--- src/rtl/scan_auth_pkg.sv ---
package scan_auth_pkg;

    typedef enum logic [2:0] {
        ST_FUNC   = 3'd0,
        ST_CLEAR  = 3'd1,
        ST_AUTH   = 3'd2,
        ST_FULL   = 3'd3,
        ST_SECURE = 3'd4
    } auth_state_e;

    typedef struct packed {
        auth_state_e state;
        logic        to_test;
    } fsm_regs_t;

endpackage

--- src/rtl/auth_window_timer.sv ---
module auth_window_timer #(
    parameter int WINDOW = 128
) (
    input  logic clk,
    input  logic rst_n,
    input  logic run_i,
    output logic first_o,
    output logic expire_o
);
    localparam int TW = (WINDOW > 1) ? $clog2(WINDOW) : 1;
    localparam logic [TW-1:0] LAST = TW'(WINDOW - 1);

    typedef struct packed {
        logic [TW-1:0] cnt;
    } tmr_regs_t;

    tmr_regs_t r_q, r_d;

    always_comb begin
        r_d = r_q;
        if (!run_i) begin
            r_d.cnt = '0;
        end else if (r_q.cnt != LAST) begin
            r_d.cnt = r_q.cnt + 1'b1;
        end
    end

    always_ff @(posedge clk or negedge rst_n) begin
        if (!rst_n) r_q <= '0;
        else        r_q <= r_d;
    end

    assign first_o  = run_i && (r_q.cnt == '0);
    assign expire_o = run_i && (r_q.cnt == LAST);

    AST_WIN_BOUND: assert property (@(posedge clk) disable iff (!rst_n)
        r_q.cnt <= LAST);
    AST_WIN_START: assert property (@(posedge clk) disable iff (!rst_n)
        $rose(run_i) |-> (r_q.cnt == '0));

endmodule

--- src/rtl/auth_key_cmp.sv ---
module auth_key_cmp #(
    parameter int              KEY_W  = 128,
    parameter logic [KEY_W-1:0] SECRET = '0
) (
    input  logic clk,
    input  logic rst_n,
    input  logic run_i,
    input  logic bit_vld_i,
    input  logic bit_i,
    output logic done_o,
    output logic match_o
);
    localparam int CW = (KEY_W > 1) ? $clog2(KEY_W) : 1;
    localparam logic [CW-1:0] LAST = CW'(KEY_W - 1);

    typedef struct packed {
        logic [CW-1:0] cnt;
        logic          mism;
    } cmp_regs_t;

    cmp_regs_t     r_q, r_d;
    logic [CW-1:0] idx;
    logic          bit_ok;
    logic          take;

    assign idx    = LAST - r_q.cnt;
    assign bit_ok = (bit_i == SECRET[idx]);
    assign take   = run_i && bit_vld_i;

    always_comb begin
        r_d = r_q;
        if (!run_i) begin
            r_d = '0;
        end else if (take) begin
            r_d.mism = r_q.mism | ~bit_ok;
            if (r_q.cnt != LAST) r_d.cnt = r_q.cnt + 1'b1;
        end
    end

    always_ff @(posedge clk or negedge rst_n) begin
        if (!rst_n) r_q <= '0;
        else        r_q <= r_d;
    end

    assign done_o  = take && (r_q.cnt == LAST);
    assign match_o = !r_q.mism && bit_ok;

    AST_MISMATCH_STICKY: assert property (@(posedge clk) disable iff (!rst_n)
        (run_i && r_q.mism) |=> r_q.mism);

endmodule

--- src/rtl/auth_mode_fsm.sv ---
module auth_mode_fsm
    import scan_auth_pkg::*;
(
    input  logic        clk,
    input  logic        rst_n,
    input  logic        test_mode_i,
    input  logic        key_done_i,
    input  logic        key_match_i,
    input  logic        win_first_i,
    input  logic        win_expire_i,
    output logic        auth_run_o,
    output logic        clear_o,
    output logic        iso_o,
    output logic        scan_o,
    output logic        full_o
);
    fsm_regs_t r_q, r_d;

    always_comb begin
        r_d = r_q;
        unique case (r_q.state)
            ST_FUNC: begin
                if (test_mode_i) begin
                    r_d.state   = ST_CLEAR;
                    r_d.to_test = 1'b1;
                end
            end
            ST_CLEAR: begin
                r_d.state   = (r_q.to_test && test_mode_i) ? ST_AUTH : ST_FUNC;
                r_d.to_test = 1'b0;
            end
            ST_AUTH: begin
                if (!test_mode_i) begin
                    r_d.state   = ST_CLEAR;
                    r_d.to_test = 1'b0;
                end else if (key_done_i) begin
                    r_d.state = key_match_i ? ST_FULL : ST_SECURE;
                end else if (win_expire_i) begin
                    r_d.state = ST_SECURE;
                end
            end
            ST_FULL, ST_SECURE: begin
                if (!test_mode_i) begin
                    r_d.state   = ST_CLEAR;
                    r_d.to_test = 1'b0;
                end
            end
            default: begin
                r_d.state   = ST_CLEAR;
                r_d.to_test = 1'b0;
            end
        endcase
    end

    always_ff @(posedge clk or negedge rst_n) begin
        if (!rst_n) begin
            r_q.state   <= ST_FUNC;
            r_q.to_test <= 1'b0;
        end else begin
            r_q <= r_d;
        end
    end

    assign auth_run_o = (r_q.state == ST_AUTH);
    assign clear_o    = (r_q.state == ST_CLEAR);
    assign full_o     = (r_q.state == ST_FULL);
    assign iso_o      = (r_q.state != ST_FULL) &&
                        (test_mode_i || (r_q.state != ST_FUNC));
    assign scan_o     = (r_q.state == ST_FULL) || (r_q.state == ST_SECURE) ||
                        ((r_q.state == ST_AUTH) && !win_first_i);

    AST_ENTRY_CLEARS: assert property (@(posedge clk) disable iff (!rst_n)
        (r_q.state == ST_FUNC && test_mode_i) |=> clear_o);
    AST_CLR_SINGLE: assert property (@(posedge clk) disable iff (!rst_n)
        clear_o |=> !clear_o);
    AST_GRANT_NEEDS_MATCH: assert property (@(posedge clk) disable iff (!rst_n)
        $rose(full_o) |-> $past(key_done_i && key_match_i));
    AST_SECURE_LOCK: assert property (@(posedge clk) disable iff (!rst_n)
        (r_q.state == ST_SECURE && test_mode_i) |=> (r_q.state == ST_SECURE));
    AST_EXIT_CLEARS: assert property (@(posedge clk) disable iff (!rst_n)
        ((r_q.state == ST_FULL || r_q.state == ST_SECURE) && !test_mode_i)
        |=> clear_o);

endmodule

--- src/rtl/scan_auth_ctrl.sv ---
module scan_auth_ctrl #(
    parameter int               KEY_W  = 128,
    parameter int               WINDOW = 128,
    parameter logic [KEY_W-1:0] SECRET = 128'h3C5A_96E1_0F2D_B478_C3A5_691E_F0D2_4B87
) (
    input  logic clk,
    input  logic rst_n,
    input  logic test_mode_i,
    input  logic auth_vld_i,
    input  logic auth_bit_i,
    output logic key_iso_o,
    output logic sens_clr_o,
    output logic scan_en_o,
    output logic full_test_o
);
    logic auth_run;
    logic key_done;
    logic key_match;
    logic win_first;
    logic win_expire;

    auth_window_timer #(.WINDOW(WINDOW)) u_timer (
        .clk      (clk),
        .rst_n    (rst_n),
        .run_i    (auth_run),
        .first_o  (win_first),
        .expire_o (win_expire)
    );

    auth_key_cmp #(.KEY_W(KEY_W), .SECRET(SECRET)) u_cmp (
        .clk       (clk),
        .rst_n     (rst_n),
        .run_i     (auth_run),
        .bit_vld_i (auth_vld_i),
        .bit_i     (auth_bit_i),
        .done_o    (key_done),
        .match_o   (key_match)
    );

    auth_mode_fsm u_fsm (
        .clk          (clk),
        .rst_n        (rst_n),
        .test_mode_i  (test_mode_i),
        .key_done_i   (key_done),
        .key_match_i  (key_match),
        .win_first_i  (win_first),
        .win_expire_i (win_expire),
        .auth_run_o   (auth_run),
        .clear_o      (sens_clr_o),
        .iso_o        (key_iso_o),
        .scan_o       (scan_en_o),
        .full_o       (full_test_o)
    );

    AST_CLEAR_NO_SCAN: assert property (@(posedge clk) disable iff (!rst_n)
        sens_clr_o |-> (!scan_en_o && key_iso_o));
    AST_TEST_ISOLATES: assert property (@(posedge clk) disable iff (!rst_n)
        (test_mode_i && !full_test_o) |-> key_iso_o);

endmodule

--- config.mk ---
export PLATFORM = sky130hd
export DESIGN_NAME = scan_auth_ctrl
export DESIGN_NICKNAME = d
export VERILOG_FILES = /design/src/rtl/scan_auth_pkg.sv /design/src/rtl/auth_window_timer.sv /design/src/rtl/auth_key_cmp.sv /design/src/rtl/auth_mode_fsm.sv /design/src/rtl/scan_auth_ctrl.sv
export SDC_FILE = /design/constraint.sdc
export NUM_CORES = 1
export LEC_CHECK = 0
export CORE_ASPECT_RATIO = 0.5
export CORE_MARGIN = 4
export CORE_UTILIZATION = 43
export CTS_CLUSTER_SIZE = 25
export DETAILED_ROUTE_END_ITERATION = 16
export GPL_TIMING_DRIVEN = 1
export SLEW_MARGIN = 40
export SYNTH_ARGS = -nofsm -noshare
export SYNTH_HDL_FRONTEND = slang
export SYNTH_SLANG_ARGS = --single-unit
--- constraint.sdc ---
create_clock -name clk -period 3.9 [get_ports clk]
set_clock_uncertainty 0.15 [all_clocks]
set_input_delay 0.39 -clock clk [delete_from_list [all_inputs] [get_ports clk]]
set_output_delay 0.39 -clock clk [all_outputs]
set_load 0.01 [all_outputs]
# After elaboration in Yosys (flattened, before gate mapping)
# Memory sizes are Yosys's and may differ from the RTL's.
# Cells that the tools add are included.
# Widths: inputs -> output; s select.
# totals
ff_bits	19
latch_bits	0
mem_bits_rw	0
romBits	128
out_inout_bits	4
word_cells	64
mem_count	1
# classes
n_addsub	3
n_mul	0
n_div	0
magnitude_cmp	1
n_eq_ne	17
shift	0
muxes	15
bitwise_logic	2
n_reduce_logical	20
# memory_table
name	words	width	rd	rd_ports_with_merged_regs	wr	line_no	rtl
(no name shown)	128	1	1	0	0	auth_key_cmp.sv:27	assign bit_ok = (bit_i == SECRET[idx]);
# ops
op	count
$mux 7	3
$mux 8	2
$pmux 4 s4	1
$add 7x1->7 const B	2
$eq 7x7->1 const B	2
$ne 7x7->1 const B	2
$mux 3	4
$ne 2x2->1 const B	6
$logic_and 1x1->1	8
$lt 7x8->1 const B	1
$mux 4	2
$logic_not 7->1	1
$sub 7x7->7 const A	1
$eq 3x2->1 const B	2
$reduce_and 3->1	2
$ne 4x3->1 const B	1
$eq 3x1->1 const B	1
$eq 3x3->1 const B	1
$logic_not 3->1	1
$logic_or 1x1->1	3
$ne 3x2->1 const B	1
$reduce_bool 3->1	1
$logic_not 1->1	2
$mux 1	2
other kinds (6)	6

# Longest topological paths before layout
# Gate-level depths: netlist (run 1).
# logic_depth
ltp_word	9
depth_mapped	8

# Modules after synthesis
# Synthesis (run 1) repeated with hierarchy kept, for this count alone.
# unflattened
hier_cells	154
area_unflattened_um2	1378.8
# by_module_without_submodules
module	n_inst	cells_per_inst	area_per_inst_um2	seq_area_each_um2
auth_key_cmp	1	78	691.9	200.2
auth_window_timer	1	43	410.4	175.2
auth_mode_fsm	1	33	276.5	100.1

# Least setup slack after synthesis (run 1)
# OpenSTA, ideal clock, no wires.
# synth_timing
kind	flip-flop to flip-flop
startpoint	register u_cmp.r_q[1] in the netlist's numbering
endpoint	register u_cmp.r_q[0] in the netlist's numbering
t_arrival_ps	1869
slack_ps	1757
stages_incl_launch_ff	9
path_cell_list	dfrtp_1 -> inv_1 -> ha_1 -> xnor2_1 -> o21a_1 -> a211oi_1 -> o21ai_2 -> and3_1 -> a211o_1
# synth_between
elab_chain_len	8
# synth_lines
element	line_no	rtl
start: declaration	auth_key_cmp.sv:21	cmp_regs_t r_q, r_d;
start signal: assignment	auth_key_cmp.sv:42	else r_q <= r_d;
$sub 7x7->7	auth_key_cmp.sv:26	assign idx = LAST - r_q.cnt;
$mem_v2 128x1	n/a	
$mux 1 (not written as such)	auth_key_cmp.sv:27	
$eq 1x1->1	auth_key_cmp.sv:27	
$not 1->1	auth_key_cmp.sv:35	r_d.mism = r_q.mism | ~bit_ok;
$or 1x1->1	auth_key_cmp.sv:35	
$mux 8	auth_key_cmp.sv:34	end else if (take) begin
$mux 8	auth_key_cmp.sv:32	if (!run_i) begin
# No other way between the ends. The select of a mux whose other input is x is not followed.
# A chain may end at the register's enable or synchronous reset.

# Worst setup path after layout (run 1)
# layout_timing
startpoint	register u_timer.r_q[0] in the netlist's numbering
endpoint	output port scan_en_o
# layout_between
elab_chain_len	5
# layout_lines
element	line_no	rtl
start: declaration	auth_window_timer.sv:17	tmr_regs_t r_q, r_d;
start signal: assignment	auth_window_timer.sv:30	else r_q <= r_d;
$logic_not 7->1	auth_window_timer.sv:33	assign first_o = run_i && (r_q.cnt == '0);
$logic_and 1x1->1	auth_window_timer.sv:33	
$logic_not 1->1	auth_mode_fsm.sv:70	((r_q.state == ST_AUTH) && !win_first_i);
$logic_and 1x1->1	auth_mode_fsm.sv:70	
$logic_or 1x1->1	auth_mode_fsm.sv:69	assign scan_o = (r_q.state == ST_FULL) || (r_q.state == ST_SECURE) ||
end: declaration	scan_auth_ctrl.sv:13	output logic scan_en_o,
# No other way between the ends.

==> results of run 1 <==
[metal layers]
layer  track usage  vias up
met3        0.0305        2
li1              -      562
met4        0.0302        0
met1         0.211      522
met2         0.209       12
met5             0        -
[synth_stat cells (3+ instances only)]
| library cell | count | area share |
|---|---|---|
| a21o_1 | 3 | 0.016 |
| a21oi_1 | 9 | 0.032 |
| a31oi_1 | 3 | 0.013 |
| and3_1 | 5 | 0.022 |
| clkbuf_1 | 4 | 0.011 |
| dfrtp_1 | 19 | 0.34 |
| ha_1 | 9 | 0.080 |
| inv_1 | 9 | 0.024 |
| nand2_1 | 9 | 0.024 |
| nand2b_1 | 3 | 0.013 |
| nand3_1 | 5 | 0.018 |
| nor2_1 | 20 | 0.054 |
| nor3_1 | 3 | 0.011 |
| o21ai_0 | 8 | 0.029 |
| xnor2_1 | 4 | 0.025 |
| xor2_1 | 5 | 0.031 |
[layout make-up]
class | count | area, um2 | share of cell area
multi-input cells | 119 | 836 | 0.548
flip-flops and latches | 19 | 475 | 0.311
repair buffers | 9 | 85.1 | 0.0557
well taps | 40 | 50.0 | 0.0328
clock buffers | 3 | 41.3 | 0.0270
inverters | 9 | 33.8 | 0.0221
clock inverters | 1 | 5.00 | 0.00328
[registers in the layout, summed over array words and instances, names as in the netlist]
signal,cells
u_cmp.r_q,8
u_timer.r_q,7
u_fsm.r_q,4
[where the power goes]
| group | switching, mW | internal, mW | total (mW) |
|---|---|---|---|
| registers | 0.0433 | 0.221 | 0.265 |
| logic | 0.113 | 0.105 | 0.218 |
| clock network | 0.0681 | 0.0711 | 0.139 |
| total | 0.224 | 0.398 | 0.622 |
[kinds of logic after synthesis]
family / after synthesis
XOR/XNOR: 9
AND/OR/NAND/NOR: 56
flip-flops: 19
multiplexers: 3
AO/OA/AOI/OAI: 42
buffers and inverters: 18
adder cells (fa/ha/maj): 9
[how the worst max path moves through the flow]
stage,end
2_1_floorplan,u_cmp.r_q[0]
3_3_place_gp,scan_en_o
3_5_place_dp,scan_en_o
4_1_cts,scan_en_o
5_1_grt,scan_en_o
6_report,scan_en_o
[metrics by stage]
step                instance area, um2   util  worst slack [ns]  hold slack, ns
floorplan                         1400      -              1.76         -0.0556
global placement                  1480  0.481              1.33           0.324
detailed placement                1470  0.480              1.32           0.208
CTS                               1530  0.498              1.01           0.344
global route                      1530  0.498             0.879           0.382
finish                            1530  0.498              1.04           0.337
[placed cells by master (no fill, tap or decap), drive strengths merged, types with 3 or more instances in the layout]
cell type / n
a31oi: 3
dfrtp: 19
clkbuf: 3
ha: 9
inv: 9
nand2b: 3
nor2: 20
and3: 5
nand2: 9
xnor2: 4
xor2: 5
o21ai: 9
nor3: 3
mux2i: 3
a21o: 4
o31ai: 3
clkdlybuf4s50: 7
a21oi: 9
nand3: 6
[repair_timing]
action / CTS / global route
resized for setup: 0 / 0
hold buffers: 1 / 0
hold endpoints to repair: 19 / 0
[worst max-delay path, delay by kind of cell (launching register included)]
| kind | cells | cell delay [ns] |
|---|---|---|
| DFF | 1 | 0.42 |
| AOI/OAI and AO/OA | 2 | 0.39 |
| and+or+nand+nor | 1 | 0.57 |
| adders and majority gates | 1 | 0.12 |
| buffers and inverters | 2 | 0.56 |
==> results.ini, run 1 <==
[sta]
min_period_over_period=0.734
finalSetupViolCount=0
worstMarginPinSlew_ns=0.577
min_period_ns=2.86
rsz0062_at_grt=no
report.final.slew_viol_count=0
timing.fmax_mhz=350
max_slew_margin=0.615
fin_setup_tns_ns=0
finalHoldViolCount=0

[worst_setup_path]
rr_endpoint=u_cmp.r_q[0]
cp.arrival_ns=2.32
cp_cell_sequence=inv_1 > ha_1 > or4b_2 > o41ai_1 > o21ai_0 > clkdlybuf4s50_1
critPathSlowestCell=or4b_2
crit_path_start_kind=register
end_kind=primary output
reg2reg_depth=8
critPathMaxFanout=4
max_stage_delay_ns=0.57
cp-startpoint=u_timer.r_q[0]
required_ns=3.36
r2r-start=u_cmp.r_q[1]
r2r_setup_slack_ns=1.55
critical_path_class=register to primary output

[power_and_ir_drop]
ir_drop_v=0.000347
cellPowerDensity_mw_per_mm2=407
p_total_mw=0.622
power.leakage_nw=0.626

[routing]
highest_layer=met4
viasPerCell=5.49
dr_wl_met3_um=59
routedWlPerCell_um=13.5
route.met2.wl_um=1180
drt-met1-wl_um=1440
drt-initial-drc-count=49
ant_nets=0
dr.pass1.iters=4
vias=1098
wirelength_um=2690
drc=0

[die]
rows=14
coreArea_mm2=0.00307
chipWidth_um=88.7
die_y_um=48.4
dieArea_mm2=0.00429
io_pins=9
initial_core_util=0.457

[layout]
final_cell_count_no_fill=200
area_growth_pct=9.03
n_antenna_cell=0
fillers=299
layout-drive-gt1-share=0.106
nNetsFinal=175

[synthesis]
synth_compound_area_frac=0.213
yosysUniqueCellTypes=46
netlist_area_mm2=0.00140
synthFlopType=dfrtp_1
ys_seq_area_frac=0.340
synth-xor-area-share=0.0563
muxShareOfSynthArea=0.0393
synth_top_family_by_area=compound AO/OA/AOI/OAI gates
synth_edf_count=0
syn_avg_cell_area_um2=8.97
synthCells=156
synthAdderAreaFrac=0.0804
yosys_warnings=0
yosys.area_share.simple=0.208
async_flop_share=1.00
synth_nets=170
synth-seq-cells=19

[clock_tree]
cts_buffers=3
cts_tree=done
cts_htree_levels=1
clock_latency_ns=0.26
cts_sinks=19
cts_buffer_depth=2
postCtsSetupRepairBufs=0
path_clk_slew_ns=0.07
cts_root_buf=clkbuf_8

[grt]
grt-ovfl-total=0
grt_first_pass_wirelength_um=4890
grt_pass1_vias=1079
grt_use_total=0.142
antenna_found_initial=0
grt_max_degree=20

[placed_design]
placed_cells=195
dp_hpwl_um=1960
gp_congestion=0.774
place.port_buffers=8

[min_path]
hold_class=register to register
holdCritStartpoint=u_cmp.r_q[0]
hold_path_depth=1
min_to=u_cmp.r_q[0]

[run]
cap_violations=0

[run_status]
status=complete, no violations

No activity file was read; power rests on OpenSTA's default activity.
==> run 2: changes to the inputs <==
- clock period: 3.9 -> 2.57 ns (I/O delays scaled with it)
==> run 2 against run 1 <==
Wire length up 2.7%. Combinational power up 61%. Sequential share of layout area down 0.84 points. Non-clock buffer count up 5. Worst setup slack worse by 0.89 ns. Cell count up 2.5%. Critical path type unchanged. Sequential power up 52%. Cell area up 2.8%. Power up 54%.
==> results.ini, run 2 (same netlist as run 1, synthesis figures left out) <==
[run_status]
status=complete, no violations  ; unchanged

[power_and_ir_drop]
ir_drop_v=0.000424  ; was 0.000347 V
power.leakage_nw=0.660  ; was 0.626 nW
cellPowerDensity_mw_per_mm2=612  ; was 407 mW/mm2
p_total_mw=0.960  ; was 0.622 mW

[layout]
final_cell_area_mm2=0.00157  ; was 0.00153 mm2
nNetsFinal=180  ; was 175
final_cell_mix=nor2_1 (20), dfrtp_1 (19)  ; unchanged
top_register=u_cmp.r_q  ; unchanged
largest_reg_flops=8  ; unchanged
final_common_cell=nor2_1  ; unchanged
fillers=285  ; was 299
largest_registers=u_cmp.r_q (8), u_timer.r_q (7), u_fsm.r_q (4)  ; unchanged
n_antenna_cell=0  ; unchanged
layout-drive-gt1-share=0.145  ; was 0.106
area_growth_pct=12.1  ; was 9.03%

[clock_tree]
cts_sinks=19  ; unchanged
ctsHoldBuffers=0  ; was 1
cts_htree_levels=1  ; unchanged
path_clk_slew_ns=0.07  ; about the same
cts_buffer_depth=2  ; unchanged
cts_root_buf=clkbuf_8  ; unchanged
cts_buffers=3  ; unchanged
cts_tree=done  ; unchanged
clock_latency_ns=0.26  ; about the same

[placed_design]
gp_congestion=0.772  ; was 0.774
dp_hpwl_um=2030  ; was 1960 um
place.port_buffers=8  ; unchanged
placed_area_mm2=0.00151  ; was 0.00147 mm2

[worst_setup_path]
critical_path_class=register to primary output  ; unchanged
r2r_setup_slack_ns=0.34  ; was 1.55 ns
required_ns=2.16  ; was 3.36 ns
cp.arrival_ns=2.01  ; was 2.32 ns
crit_path_start_kind=register  ; unchanged
end_kind=primary output  ; unchanged
critPathMaxFanout=4  ; unchanged

[routing]
viasPerCell=5.41  ; was 5.49
wirelength_um=2760  ; was 2690 um
drc=0  ; unchanged
routedWlPerCell_um=13.5  ; about the same
dr.pass1.iters=4  ; unchanged
ant_nets=0  ; unchanged
drt-initial-drc-count=39  ; was 49
vias=1110  ; was 1,098

[sta]
report.final.slew_viol_count=0  ; unchanged
timing.fmax_mhz=413
min_period_ns=2.42
finalSetupViolCount=0  ; unchanged
max_slew_margin=0.705  ; was 0.615
fin_setup_tns_ns=0  ; unchanged
min_period_over_period=0.942
rsz0062_at_grt=no  ; unchanged
worstMarginPinSlew_ns=0.440  ; was 0.577 ns
hold_ws_ns=0.180  ; was 0.337 ns
finalHoldViolCount=0  ; unchanged

[grt]
grt_use_total=0.137  ; was 0.142
antenna_found_initial=0  ; unchanged
grt_max_degree=20  ; unchanged
grt-ovfl-total=0  ; unchanged
grt_first_pass_wirelength_um=4770  ; was 4890 um
grt_pass1_vias=1011  ; was 1,079

[die]
rows=14  ; unchanged
chipWidth_um=88.7  ; unchanged
dieArea_mm2=0.00429  ; unchanged
die_y_um=48.4  ; unchanged
io_pins=9  ; unchanged
coreArea_mm2=0.00307  ; unchanged
initial_core_util=0.457  ; unchanged

[min_path]
hold_class=input port to asynchronous set/reset pin  ; was register to register

[run]
cap_violations=0  ; unchanged

## run 2: cell count changes in the layout (fill, tap and decap cells not counted)
cell	before	now
o41ai_2	0	1
o41ai_1	1	0
o21ai_1	0	1
clkbuf_2	0	1
buf_2	1	0
buf_4	0	6
dlygate4sd3_1	1	0
o21ai_0	8	7
## run 2: power by group
group | switching, mW | internal [mW] | total, mW | leakage, nW
logic | 0.181 | 0.169 | 0.350 | 0.375
registers | 0.0657 | 0.336 | 0.402 | 0.260
clock network | 0.101 | 0.108 | 0.208 | 0.0255
## run 2: final cells by class
type	instances	area, um2	area share
inverter	9	33.8	0.0215
sequential	19	475	0.303
tap	40	50.0	0.0319
multi-input combinational	119	843	0.537
timing repair buffer	14	120	0.0766
clock inverter	1	5.00	0.00319
clock buffer	3	41.3	0.0263
## run 2: repair_timing
action,4_1_cts,5_1_grt
gates resized for setup,2,3
gates cloned,0,0
pin swaps,0,1
setup endpoints to repair,1,1
setup buffers,0,1
hold endpoints to repair,0,0
## run 2: path summary, 6_finish.rpt
path	cells past startpoint	start	end
worst max-delay path	6	u_timer.r_q[0]	scan_en_o
worst min-delay path	2	rst_n	u_timer.r_q[4]
worst max register to register	8	u_cmp.r_q[1]	u_cmp.r_q[0]
worst min register to register	1	u_cmp.r_q[0]	u_cmp.r_q[0]
max in group asynchronous	2	rst_n	u_timer.r_q[0]
min in group clk	1	u_cmp.r_q[0]	u_cmp.r_q[0]
## run 2: per-layer routing
layer,GRT usage,part of all wire
met1,0.208,0.54
met2,0.197,0.42
met3,0.0339,0.029
met4,0.0251,0.011
met5,0,0
## run 2: worst max-delay path, cell delays in order, from the launching register on
cell      delay (ns)
dfrtp_1         0.41
inv_1           0.08
ha_1            0.14
or4b_2          0.60
o41ai_2         0.31
o21ai_1         0.09
clkbuf_2        0.13
## run 2: through the flow
step / setup slack, ns / std cells / utilization
2_1_floorplan: 0.427 / 156 / -
3_3_place_gp: 0.140 / 200 / 0.493
3_5_place_dp: 0.127 / 200 / 0.493
4_1_cts: 0.0566 / 204 / 0.511
5_1_grt: 0.0208 / 205 / 0.512
6_report: 0.150 / 205 / 0.512
==> run 3: changes to the inputs <==
- CORE_ASPECT_RATIO: 0.5 -> not set
==> run 3 against run 2 <==
Sequential cell count is the same. Hold slack lost 0.060 ns. Sequential power is essentially flat. Count of clock-buffer cells in the layout is the same. Cell area shrank 1.4%. Wire length shrank 1.6%. Combinational power shrank 1%. Global-route usage grew 0.55 points. Critical path type unchanged. Largest power group unchanged.
==> results.ini, run 3 (same netlist as run 1, synthesis figures left out) <==
[worst_setup_path]
critical_path_buf_inv_count=2  ; unchanged
cp.arrival_ns=2.01  ; about the same
required_ns=2.16  ; about the same
rr_endpoint=u_cmp.r_q[0]  ; unchanged
critical_path_class=register to primary output  ; unchanged
path_delay_family=simple AND/OR/NAND/NOR gates  ; unchanged
critPathSlowestCell=or4b_2  ; unchanged
crit_cells=6  ; unchanged
r2r_setup_slack_ns=0.25  ; was 0.34 ns
reg2reg_depth=8  ; unchanged
r2r-start=u_cmp.r_q[1]  ; unchanged
end_kind=primary output  ; unchanged
crit_path_start_kind=register  ; unchanged
max_stage_delay_ns=0.59  ; was 0.60 ns
cp_cell_sequence=inv_2 > ha_1 > or4b_2 > o41ai_2 > o21ai_1 > clkbuf_2  ; was inv_1 > ha_1 > or4b_2 > o41ai_2 > o21ai_1 > clkbuf_2
critPathMaxFanout=3  ; was 4

[die]
dieArea_mm2=0.00423  ; was 0.00429 mm2
die_y_um=65.1  ; was 48.4 um
chipWidth_um=65.1  ; was 88.7 um
rows=20  ; was 14
io_pins=9  ; unchanged
coreArea_mm2=0.00308  ; was 0.00307 mm2
initial_core_util=0.455  ; was 0.457

[sta]
hold_ws_ns=0.120  ; was 0.180 ns
max_slew_margin=0.678  ; was 0.705
finalSetupViolCount=0  ; unchanged
finalHoldViolCount=0  ; unchanged
report.final.slew_viol_count=0  ; unchanged
timing.fmax_mhz=414  ; was 413 MHz
worstMarginPinSlew_ns=0.482  ; was 0.440 ns
min_period_over_period=0.941  ; was 0.942
min_period_ns=2.42  ; about the same
fin_setup_tns_ns=0  ; unchanged

[layout]
area_growth_pct=10.5  ; was 12.1%
top_register=u_cmp.r_q  ; unchanged
largest_reg_flops=8  ; unchanged
fillers=303  ; was 285
nNetsFinal=179  ; was 180
multi_input_area_um2=843  ; unchanged
final_cell_mix=nor2_1 (20), dfrtp_1 (19), a21oi_1 (9), nand2_1 (9), ha_1 (9)  ; was nor2_1 (20), dfrtp_1 (19)
n_antenna_cell=0  ; unchanged
final_cell_area_mm2=0.00155  ; was 0.00157 mm2
seq_area_um2=475  ; unchanged
layout-drive-gt1-share=0.146  ; was 0.145
largest_registers=u_cmp.r_q (8), u_timer.r_q (7), u_fsm.r_q (4)  ; unchanged
final_common_cell=nor2_1  ; unchanged

[routing]
viasPerCell=5.45  ; was 5.41
vias=1133  ; was 1,110
drt-initial-drc-count=68  ; was 39
dr.pass1.iters=4  ; unchanged
drc=0  ; unchanged
routedWlPerCell_um=13.1  ; was 13.5 um
ant_nets=0  ; unchanged
wirelength_um=2720  ; was 2760 um

[clock_tree]
cts_htree_levels=1  ; unchanged
cts_buffers=3  ; unchanged
cts_tree=done  ; unchanged
cts_sinks=19  ; unchanged
path_clk_slew_ns=0.11  ; was 0.07 ns
ctsHoldBuffers=0  ; unchanged
cts_buffer_depth=2  ; unchanged
cts_root_buf=clkbuf_4  ; was clkbuf_8
clock_latency_ns=0.30  ; was 0.26 ns

[placed_design]
place.port_buffers=8  ; unchanged
placed_area_mm2=0.00150  ; was 0.00151 mm2
gp_congestion=0.823  ; was 0.772
dp_hpwl_um=2010  ; was 2030 um

[grt]
grt-ovfl-total=0  ; unchanged
grt_use_total=0.143  ; was 0.137
grt_pass1_vias=1062  ; was 1,011
antenna_found_initial=0  ; unchanged
grt_max_degree=20  ; unchanged
grt_first_pass_wirelength_um=4830  ; was 4770 um

[min_path]
hold_class=input port to asynchronous set/reset pin  ; unchanged

[power_and_ir_drop]
ir_drop_v=0.000402  ; was 0.000424 V
cellPowerDensity_mw_per_mm2=580  ; was 612 mW/mm2
power.leakage_nw=0.648  ; was 0.660 nW
p_total_mw=0.898  ; was 0.960 mW

[run_status]
status=complete, no violations  ; unchanged

[run]
cap_violations=0  ; unchanged

-- run 3: cell count changes in the layout (fill, tap and decap cells not counted), sizes merged --
cell  change
buf       -1
-- run 3: area by class of cell --
class / count / area share
Multi-Input combinational cell: 119 / 0.545
Sequential cell: 19 / 0.307
Timing Repair Buffer: 13 / 0.0728
Tap cell: 44 / 0.0356
Inverter: 9 / 0.0218
Clock buffer: 3 / 0.0146
Clock inverter: 1 / 0.00323
-- run 3: worst max-delay path by stage --
stage,startpoint,to,slack (ns)
6_report,u_timer.r_q[1],scan_en_o,0.15
5_1_grt,u_timer.r_q[1],scan_en_o,-0.008
4_1_cts,u_timer.r_q[1],scan_en_o,0.02
3_5_place_dp,u_timer.r_q[0],scan_en_o,0.15
3_3_place_gp,u_timer.r_q[0],scan_en_o,0.19
2_1_floorplan,u_cmp.r_q[1],u_cmp.r_q[0],0.43
-- run 3: power breakdown --
part	internal (mW)	switching, mW	total, mW
Sequential	0.336	0.0637	0.399
Clock	0.0580	0.0945	0.153
Combinational	0.166	0.181	0.346
-- run 3: timing repair --
item / CTS / global route
setup endpoints to repair: 1 / 1
setup buffers: 1 / 1
resized for setup: 2 / 4
pin swaps: 0 / 2
-- run 3: through the flow --
step                       util  worst slack (ns)  std cells
after floorplan               -             0.427        156
after global placement    0.488             0.191        202
after detailed placement  0.488             0.149        202
after CTS                 0.502            0.0199        207
after global routing      0.503          -0.00848        208
final                     0.503             0.152        208
-- run 3: per-layer routing --
layer,up-vias,track usage,share of wire
li1,569,-,-
met1,549,0.196,0.49
met3,2,0.0399,0.028
met2,13,0.225,0.48
met4,0,0.0285,0.0015
met5,-,0,0
